<file path="config.mk">
export PLATFORM = sky130hd
export DESIGN_NAME = pio_bank
export DESIGN_NICKNAME = d
export VERILOG_FILES = /design/src/rtl/pio_pkg.sv /design/src/rtl/pio_sync.sv /design/src/rtl/pio_change.sv /design/src/rtl/pio_regs.sv /design/src/rtl/pio_bank.sv
export SDC_FILE = /design/constraint.sdc
export NUM_CORES = 1
export LEC_CHECK = 0
export ABC_AREA = 0
export BUFFER_PORTS_ARGS = -buffer_cell sky130_fd_sc_hd__buf_4
export CAP_MARGIN = 20
export CORE_ASPECT_RATIO = 1.4
export CORE_UTILIZATION = 54
export CTS_CLUSTER_SIZE = 14
export DETAILED_ROUTE_END_ITERATION = 8
export GPL_ROUTABILITY_DRIVEN = 0
export PLACE_DENSITY = 0.85
export SYNTH_ARGS = -nofsm -noshare
export SYNTH_HDL_FRONTEND = slang
export SYNTH_SLANG_ARGS = --single-unit
</file>
<file path="constraint.sdc">
create_clock -name clk -period 4.7 [get_ports clk]
set_clock_uncertainty 0.05 [all_clocks]
set_input_delay 0.94 -clock clk [delete_from_list [all_inputs] [get_ports clk]]
set_output_delay 0.94 -clock clk [all_outputs]
set_load 0.02 [all_outputs]
</file>
<file path="src/rtl/pio_pkg.sv">
package pio_pkg;
   localparam int unsigned BUS_W   = 32;
   localparam int unsigned OFS_DIR = 'h00;
   localparam int unsigned OFS_DAT = 'h04;
   localparam int unsigned OFS_IEN = 'h08;
   localparam int unsigned OFS_CHG = 'h0C;
   localparam int unsigned OFS_WMK = 'h10;
   localparam int unsigned OFS_TYP = 'h14;

   typedef enum logic [2:0] {
      SEL_NONE, SEL_DIR, SEL_DAT, SEL_IEN, SEL_CHG, SEL_WMK, SEL_TYP
   } reg_sel_e;
endpackage

</file>
<file path="src/rtl/pio_sync.sv">
module pio_sync #(
   parameter int unsigned N      = 8,
   parameter int unsigned STAGES = 2
) (
   input  logic         clk,
   input  logic         rst_n,
   input  logic [N-1:0] pad_in,
   output logic [N-1:0] level,
   output logic [N-1:0] edge_raw
);
   logic [STAGES-1:0][N-1:0] stg_q;
   logic [N-1:0]             prev_q;

   always_ff @(posedge clk or negedge rst_n) begin
      if (!rst_n) begin
         stg_q  <= '0;
         prev_q <= '0;
      end else begin
         stg_q  <= {stg_q[STAGES-2:0], pad_in};
         prev_q <= stg_q[STAGES-1];
      end
   end

   assign level    = stg_q[STAGES-1];
   assign edge_raw = stg_q[STAGES-1] ^ prev_q;
endmodule

</file>
<file path="src/rtl/pio_change.sv">
module pio_change #(
   parameter int unsigned N       = 8,
   parameter bit          IRQ_REG = 1'b0
) (
   input  logic         clk,
   input  logic         rst_n,
   input  logic [N-1:0] edge_raw,
   input  logic [N-1:0] dir,
   input  logic [N-1:0] ien,
   input  logic         ack_we,
   input  logic [N-1:0] ack_bits,
   output logic [N-1:0] chg_q,
   output logic         irq
);
   logic [N-1:0] clr;
   logic         irq_d;

   assign clr   = ack_we ? ack_bits : '0;
   assign irq_d = |(chg_q & ien);

   always_ff @(posedge clk or negedge rst_n) begin
      if (!rst_n) chg_q <= '0;
      else        chg_q <= (chg_q & ~clr) | (edge_raw & ~dir);
   end

   if (IRQ_REG) begin : g_irq_reg
      logic irq_q;
      always_ff @(posedge clk or negedge rst_n) begin
         if (!rst_n) irq_q <= 1'b0;
         else        irq_q <= irq_d;
      end
      assign irq = irq_q;
   end else begin : g_irq_comb
      assign irq = irq_d;
   end
endmodule

</file>
<file path="src/rtl/pio_regs.sv">
module pio_regs
   import pio_pkg::*;
#(
   parameter int unsigned N      = 8,
   parameter int unsigned ADDR_W = 5
) (
   input  logic              clk,
   input  logic              rst_n,
   input  logic              psel,
   input  logic              penable,
   input  logic              pwrite,
   input  logic [ADDR_W-1:0] paddr,
   input  logic [BUS_W-1:0]  pwdata,
   input  logic [N-1:0]      level,
   input  logic [N-1:0]      chg_q,
   output logic [BUS_W-1:0]  prdata,
   output logic              pready,
   output logic [N-1:0]      dir_q,
   output logic [N-1:0]      dout_q,
   output logic [N-1:0]      ien_q,
   output logic [N-1:0]      wmask_q,
   output logic              ack_we,
   output logic [N-1:0]      ack_bits
);
   localparam logic [N-1:0] ALL1 = '1;

   reg_sel_e         sel;
   logic             acc, wr;
   logic [N-1:0]     wd;
   logic [BUS_W-1:0] rd;
   logic             unused_wdata_hi;

   assign wd              = pwdata[N-1:0];
   assign unused_wdata_hi = ^pwdata;
   assign acc             = psel & penable;
   assign wr              = acc & pwrite;

   always_comb begin
      case (paddr)
         ADDR_W'(OFS_DIR): sel = SEL_DIR;
         ADDR_W'(OFS_DAT): sel = SEL_DAT;
         ADDR_W'(OFS_IEN): sel = SEL_IEN;
         ADDR_W'(OFS_CHG): sel = SEL_CHG;
         ADDR_W'(OFS_WMK): sel = SEL_WMK;
         ADDR_W'(OFS_TYP): sel = SEL_TYP;
         default:          sel = SEL_NONE;
      endcase
   end

   always_ff @(posedge clk or negedge rst_n) begin
      if (!rst_n) begin
         dir_q   <= '0;
         dout_q  <= '0;
         ien_q   <= '0;
         wmask_q <= ALL1;
      end else if (wr) begin
         case (sel)
            SEL_DIR: dir_q   <= wd;
            SEL_DAT: dout_q  <= (dout_q & ~wmask_q) | (wd & wmask_q);
            SEL_IEN: ien_q   <= wd;
            SEL_WMK: wmask_q <= wd;
            default: ;
         endcase
      end
   end

   assign ack_we   = wr && (sel == SEL_CHG);
   assign ack_bits = wd;

   always_comb begin
      case (sel)
         SEL_DIR: rd = BUS_W'(dir_q);
         SEL_DAT: rd = BUS_W'(level);
         SEL_IEN: rd = BUS_W'(ien_q);
         SEL_CHG: rd = BUS_W'(chg_q);
         SEL_WMK: rd = BUS_W'(wmask_q);
         SEL_TYP: rd = BUS_W'(ALL1);
         default: rd = '0;
      endcase
   end

   assign prdata = (psel && !pwrite) ? rd : '0;
   assign pready = acc;
endmodule

</file>
<file path="src/rtl/pio_bank.sv">
module pio_bank #(
   parameter int unsigned PIN_COUNT   = 8,
   parameter int unsigned ADDR_W      = 5,
   parameter int unsigned SYNC_STAGES = 2,
   parameter bit          IRQ_REG     = 1'b0
) (
   input  logic                 clk,
   input  logic                 rst_n,
   input  logic                 psel,
   input  logic                 penable,
   input  logic                 pwrite,
   input  logic [ADDR_W-1:0]    paddr,
   input  logic [31:0]          pwdata,
   output logic [31:0]          prdata,
   output logic                 pready,
   input  logic [PIN_COUNT-1:0] pad_in,
   output logic [PIN_COUNT-1:0] pad_oe,
   output logic [PIN_COUNT-1:0] pad_out,
   output logic                 irq
);
   if (PIN_COUNT < 1 || PIN_COUNT > 32) begin : g_bad_pins
      $error("pio_bank: PIN_COUNT must lie in 1..32");
   end
   if (ADDR_W < 5) begin : g_bad_addr
      $error("pio_bank: ADDR_W must be at least 5");
   end
   if (SYNC_STAGES < 2) begin : g_bad_sync
      $error("pio_bank: SYNC_STAGES must be at least 2");
   end

   logic [PIN_COUNT-1:0] level, edge_raw;
   logic [PIN_COUNT-1:0] dir_q, dout_q, ien_q, wmask_q, chg_q, ack_bits;
   logic                 ack_we;

   pio_sync #(.N(PIN_COUNT), .STAGES(SYNC_STAGES)) u_sync (
      .clk(clk), .rst_n(rst_n), .pad_in(pad_in),
      .level(level), .edge_raw(edge_raw)
   );

   pio_regs #(.N(PIN_COUNT), .ADDR_W(ADDR_W)) u_regs (
      .clk(clk), .rst_n(rst_n), .psel(psel), .penable(penable),
      .pwrite(pwrite), .paddr(paddr), .pwdata(pwdata),
      .level(level), .chg_q(chg_q), .prdata(prdata), .pready(pready),
      .dir_q(dir_q), .dout_q(dout_q), .ien_q(ien_q), .wmask_q(wmask_q),
      .ack_we(ack_we), .ack_bits(ack_bits)
   );

   pio_change #(.N(PIN_COUNT), .IRQ_REG(IRQ_REG)) u_chg (
      .clk(clk), .rst_n(rst_n), .edge_raw(edge_raw), .dir(dir_q),
      .ien(ien_q), .ack_we(ack_we), .ack_bits(ack_bits),
      .chg_q(chg_q), .irq(irq)
   );

   assign pad_oe  = dir_q;
   assign pad_out = dout_q;
endmodule

</file>
* Word-level counts from Yosys, hierarchy flattened
Cells that the tools add are included.
** Cells by class
- Equality and inequality tests :: 11
- Mux-type cells :: 4
- Bitwise logic cells :: 13
- Reductions and logical operators :: 9
** Operators with widths (count)
- one-hot mux 8 bit (6 select lines) :: 1
- bitwise AND 8 bit :: 5
- NOT 8 bit :: 3
- one-hot mux 3 bit (6 select lines) :: 1
- 2-to-1 mux 8 bit :: 2
- OR 8 bit :: 2
- == test 5 x 4 -> 1 bit, second input constant :: 2
- == test 5 bit, second input constant :: 2
- == test 3 bit, second input constant :: 3
- AND reduction 2 bit :: 4
- OR reduction 8 bit :: 1
- bitwise XOR 8 bit :: 1
- == test 3 x 2 -> 1 bit, second input constant :: 2
- == test 5 x 3 -> 1 bit, second input constant :: 1
- zero test 5 bit :: 1
- == test 3 x 1 -> 1 bit, second input constant :: 1
- bitwise AND 1 bit :: 2
- logical AND 1 bit :: 2
- zero test 1 bit :: 1
** Word-level totals
- Register bits :: 64
- Input bits :: 50
- Output and inout port bits :: 50
- Logic and storage cells :: 45

* Longest topological paths before layout
- Depth after elaboration :: 8
- Depth in mapped cells :: 6
- Depth with buffers taken out :: 3

* Hierarchy
From an unflattened synthesis, not the netlist that was laid out.
** Second synthesis, totals
- Cells, all modules :: 250
- Area, all modules :: 3118.0 µm²
** By module, submodules not included
- pio_regs :: instances 1, cells an instance 172, area each 2006.9 µm², seq. area each 810.8 µm²
- pio_sync :: instances 1, cells an instance 40, area each 730.7 µm², seq. area each 600.6 µm²
- pio_change :: instances 1, cells an instance 38, area each 380.4 µm², seq. area each 200.2 µm²

* Least setup slack after synthesis
OpenSTA, ideal clock, no wires.
- Path kind :: input to output
- From :: in paddr[4]
- To :: out prdata[5]
- Data arrival time :: 2.214 ns
- Required time :: 3.710 ns
- Setup slack :: 1.496 ns
- Stages on the path :: 5
- Path buffers :: 2
- Cell sequence :: buf_2 nor3_4 clkbuf_1 nand3_1 a41oi_1
** On the way
- Longest elaborated chain between the ends :: 5
- Elaborated cells on any way between the ends :: 15
- Classes of those cells :: eq/ne: 11; mux: 3; reduce/logical: 1
** RTL lines
- start, declared :: RTL line pio_bank.sv:12 : input logic [ADDR_W-1:0] paddr,
- == test 5 bit, or another cell as far along :: RTL line pio_regs.sv:39 : case (paddr)
- one-hot mux 3 bit (6 select lines) * :: RTL line pio_regs.sv:39
- == test 3 bit, or another cell as far along :: RTL line pio_regs.sv:71 : case (sel)
- one-hot mux 8 bit (6 select lines) * :: RTL line pio_regs.sv:71
- 2-to-1 mux 8 bit * :: RTL line pio_regs.sv:82 : assign prdata = (psel && !pwrite) ? rd : '0;
- end, declared :: RTL line pio_bank.sv:14 : output logic [31:0] prdata,
Mark *: on every way between the ends. The rest lies on a longest branch, timed or not.

* Worst setup path in the final report
- From :: in paddr[3]
- To :: out prdata[1]
Same word-level chain as after synthesis.

==> results.py <==
metrics = {
    "route": {
        "detail_route.wl_per_cell_um": 18.1,
        "first_pass_iters": 4,
        "vias": 2151,
        "antenna_left": 0,
        "via_per_inst": 6.01,
        "drcViolationCount": 0,
        "totalWireLength_um": 6490,
        "first_iter_violations": 135,
    },
    "global_route": {
        "gr-total-overflow": 0,
        "grt_max_degree": 65,
        "globalRouteTotalUtil": 0.245,
        "grt_antenna_before_repair": 0,
        "grt_pass1_wl_um": 10600,
        "grt_pass1_vias": 2130,
    },
    "cts": {
        "cts_sinks": 64,
        "cts_resized": 0,
        "numCtsBuffers": 9,
        "worst_skew_pair.late_latency_ns": 0.35,
        "cts_root_buf": "clkbuf_8",
        "cts-htree-levels": 3,
        "cts_setup_buffers": 0,
        "hold_buffers": 0,
        "clk_pin_slew_ns": 0.07,
        "clockBufferDepth": 2,
        "cts_tree": "yes",
    },
    "synth": {
        "synthTopCellsByCount": "56 x dfrtp_1, 24 x buf_4, 24 x mux2_1",
        "syn_avg_cell_area_um2": 12.5,
        "synthTopCellsByArea": "dfrtp_1 46%, mux2_1 8.9%, dfstp_2 6.9%",
        "ys_seq_elements": 64,
        "syn_inst": 243,
        "syn-cell-area_um2": 3030,
        "synth.most_common_cell": "dfrtp_1",
        "ys_async_sr_fraction": 1.00,
        "yosysWarnings": 0,
        "synth_area_leader_cell": "dfrtp_1",
        "synth_top_area_share": 0.462,
        "yosysSeqAreaShare": 0.532,
        "synth.distinct_cells": 31,
        "ys.flop_type": "dfrtp_1",
        "synth-edff-count": 0,
    },
    "timing": {
        "finalCriticalPeriod_ns": 3.64,
        "tightest_slew_ns": 0.853,
        "tns_ns": 0,
        "hold_viol": 0,
        "fin_ws_ns": 1.06,
        "finalSetupViolCount": 0,
        "slew_violations": 0,
        "period_share": 0.775,
        "rsz0062_at_grt": "false",
        "hold_ws_ns": 0.294,
        "max_freq_ghz": 0.274,
        "slew-limit-headroom": 0.430,
    },
    "layout": {
        "area_delta_synth_final_pct": 16.6,
        "fin_nets": 337,
        "diodes": 0,
        "drive_above_1_share": 0.301,
    },
    "placement": {
        "hpwl_um": 4200,
        "port_buffers": 51,
        "place_ws_ns": 1.15,
    },
    "floorplan": {
        "io_pins": 100,
        "fp.dieH_um": 90.6,
        "dieArea_um2": 5920,
        "num_rows": 31,
        "start_util": 0.574,
        "chipWidth_um": 65.3,
        "core_um2": 5280,
    },
    "worst_setup_path": {
        "slowest_delay_ns": 0.79,
        "worst_setup_path_end_kind": "output port",
        "crit_path_start_kind": "input pin",
        "cp_top_family": "simple AND/OR/NAND/NOR gates",
        "crit_path_frequent_cell": "buf_4",
        "r2r_cells": 2,
        "cp_max_fo": 18,
        "ff2ff_setup_slack_ns": 3.53,
        "critPathBufInv": 2,
        "slowest_stage": "nor4b_2",
        "crit-reg2reg-launch": "u_regs.wmask_q[1]",
        "path_cells": "buf_4 > nor4b_2 > o21ai_0 > a41oi_1 > buf_4",
        "critPathKind": "in -> out",
        "cp.arrival_ns": 2.65,
        "critical_path_required_ns": 3.71,
    },
    "power_and_ir_drop": {
        "power.leakage_uw": 0.00158,
        "ir_drop_mv": 0.286,
        "power.density_nw_per_um2": 360,
        "power.total_uw": 1270,
    },
    "flow_run": {
        "cap_violations": 0,
    },
    "hold_path": {
        "holdPathEnd": "u_sync.level[0]",
        "hold_start": "u_sync.stg_q[0]",
        "whs_path_depth": 0,
        "worst_hold_path_type": "reg -> reg",
    },
    "status": {
        "outcome": "finished clean",
    },
}
-- cell families (layout without fill, tap and decap cells) --
family / after synthesis / in the layout / synth area share
other: 1 / 24 / 0.00124
DFF: 64 / 64 / 0.532
and+or+nand+nor: 62 / 62 / 0.142
muxes: 32 / 32 / 0.129
xor gates and xnor gates: 8 / 8 / 0.0231
buffers and inverters: 42 / 68 / 0.0917
AOI/OAI and AO/OA: 34 / 34 / 0.0818
-- metrics by stage --
step / instance area (um2) / cells / util
2_1_floorplan: 3120 / 266 / -
3_3_place_gp: 3310 / 342 / 0.628
3_5_place_dp: 3310 / 342 / 0.628
4_1_cts: 3530 / 358 / 0.670
5_1_grt: 3530 / 358 / 0.670
6_report: 3530 / 358 / 0.670
-- cell type report --
| class | count | area [um2] |
|---|---|---|
| multi-input combinational | 160 | 1230 |
| fill | 416 | 1740 |
| timing repair buffer | 52 | 390 |
| clock inverter | 5 | 80.1 |
| sequential | 64 | 1610 |
| tap | 66 | 82.6 |
| clock buffer | 11 | 141 |
-- worst max-delay path by stage --
| stage | start | endpoint | slack, ns | depth (start not counted) |
|---|---|---|---|---|
| 6_report | paddr[3] | prdata[1] | 1.06 | 5 |
| 3_5_place_dp | paddr[3] | prdata[1] | 1.15 | 5 |
| 2_1_floorplan | paddr[4] | prdata[5] | 1.50 | 5 |
| 5_1_grt | paddr[3] | prdata[1] | 0.97 | 5 |
| 3_3_place_gp | paddr[3] | prdata[1] | 1.14 | 5 |
| 4_1_cts | paddr[3] | prdata[1] | 1.14 | 5 |
-- placed cells by master, fill, tap and decap left out, drive strengths merged --
cell,netlist,final
a32oi,2,2
dfrtp,56,56
and3,9,9
nor4b,2,2
nor3,1,1
dfstp,8,8
and3b,1,1
nand3,10,10
or2,2,2
nor2b,2,2
clkinv,0,1
o2bb2ai,8,8
xnor2,8,8
nor2,1,1
conb,1,24
a41oi,8,8
mux2,32,32
clkbuf,6,11
nand4,17,17
bufinv,0,2
nor3b,6,6
nand2b,1,1
clkinvlp,0,2
nand3b,8,8
buf,36,52
and2,2,2
o21ai,12,12
a22oi,4,4
-- layer usage --
metal,vias up,wire length [um],GRT usage
met4,0,144,0.139
met2,107,3220,0.348
met3,14,629,0.0985
met5,-,0,0
li1,937,-,-
met1,1093,2500,0.313
-- power breakdown --
group	leakage [uW]	internal [uW]	total (uW)	switching, uW
clock	0.000106	312	522	210
combinational	0.000713	57.4	144	86.9
sequential	0.000762	583	604	20.7
No activity file was read; power rests on OpenSTA's default activity.
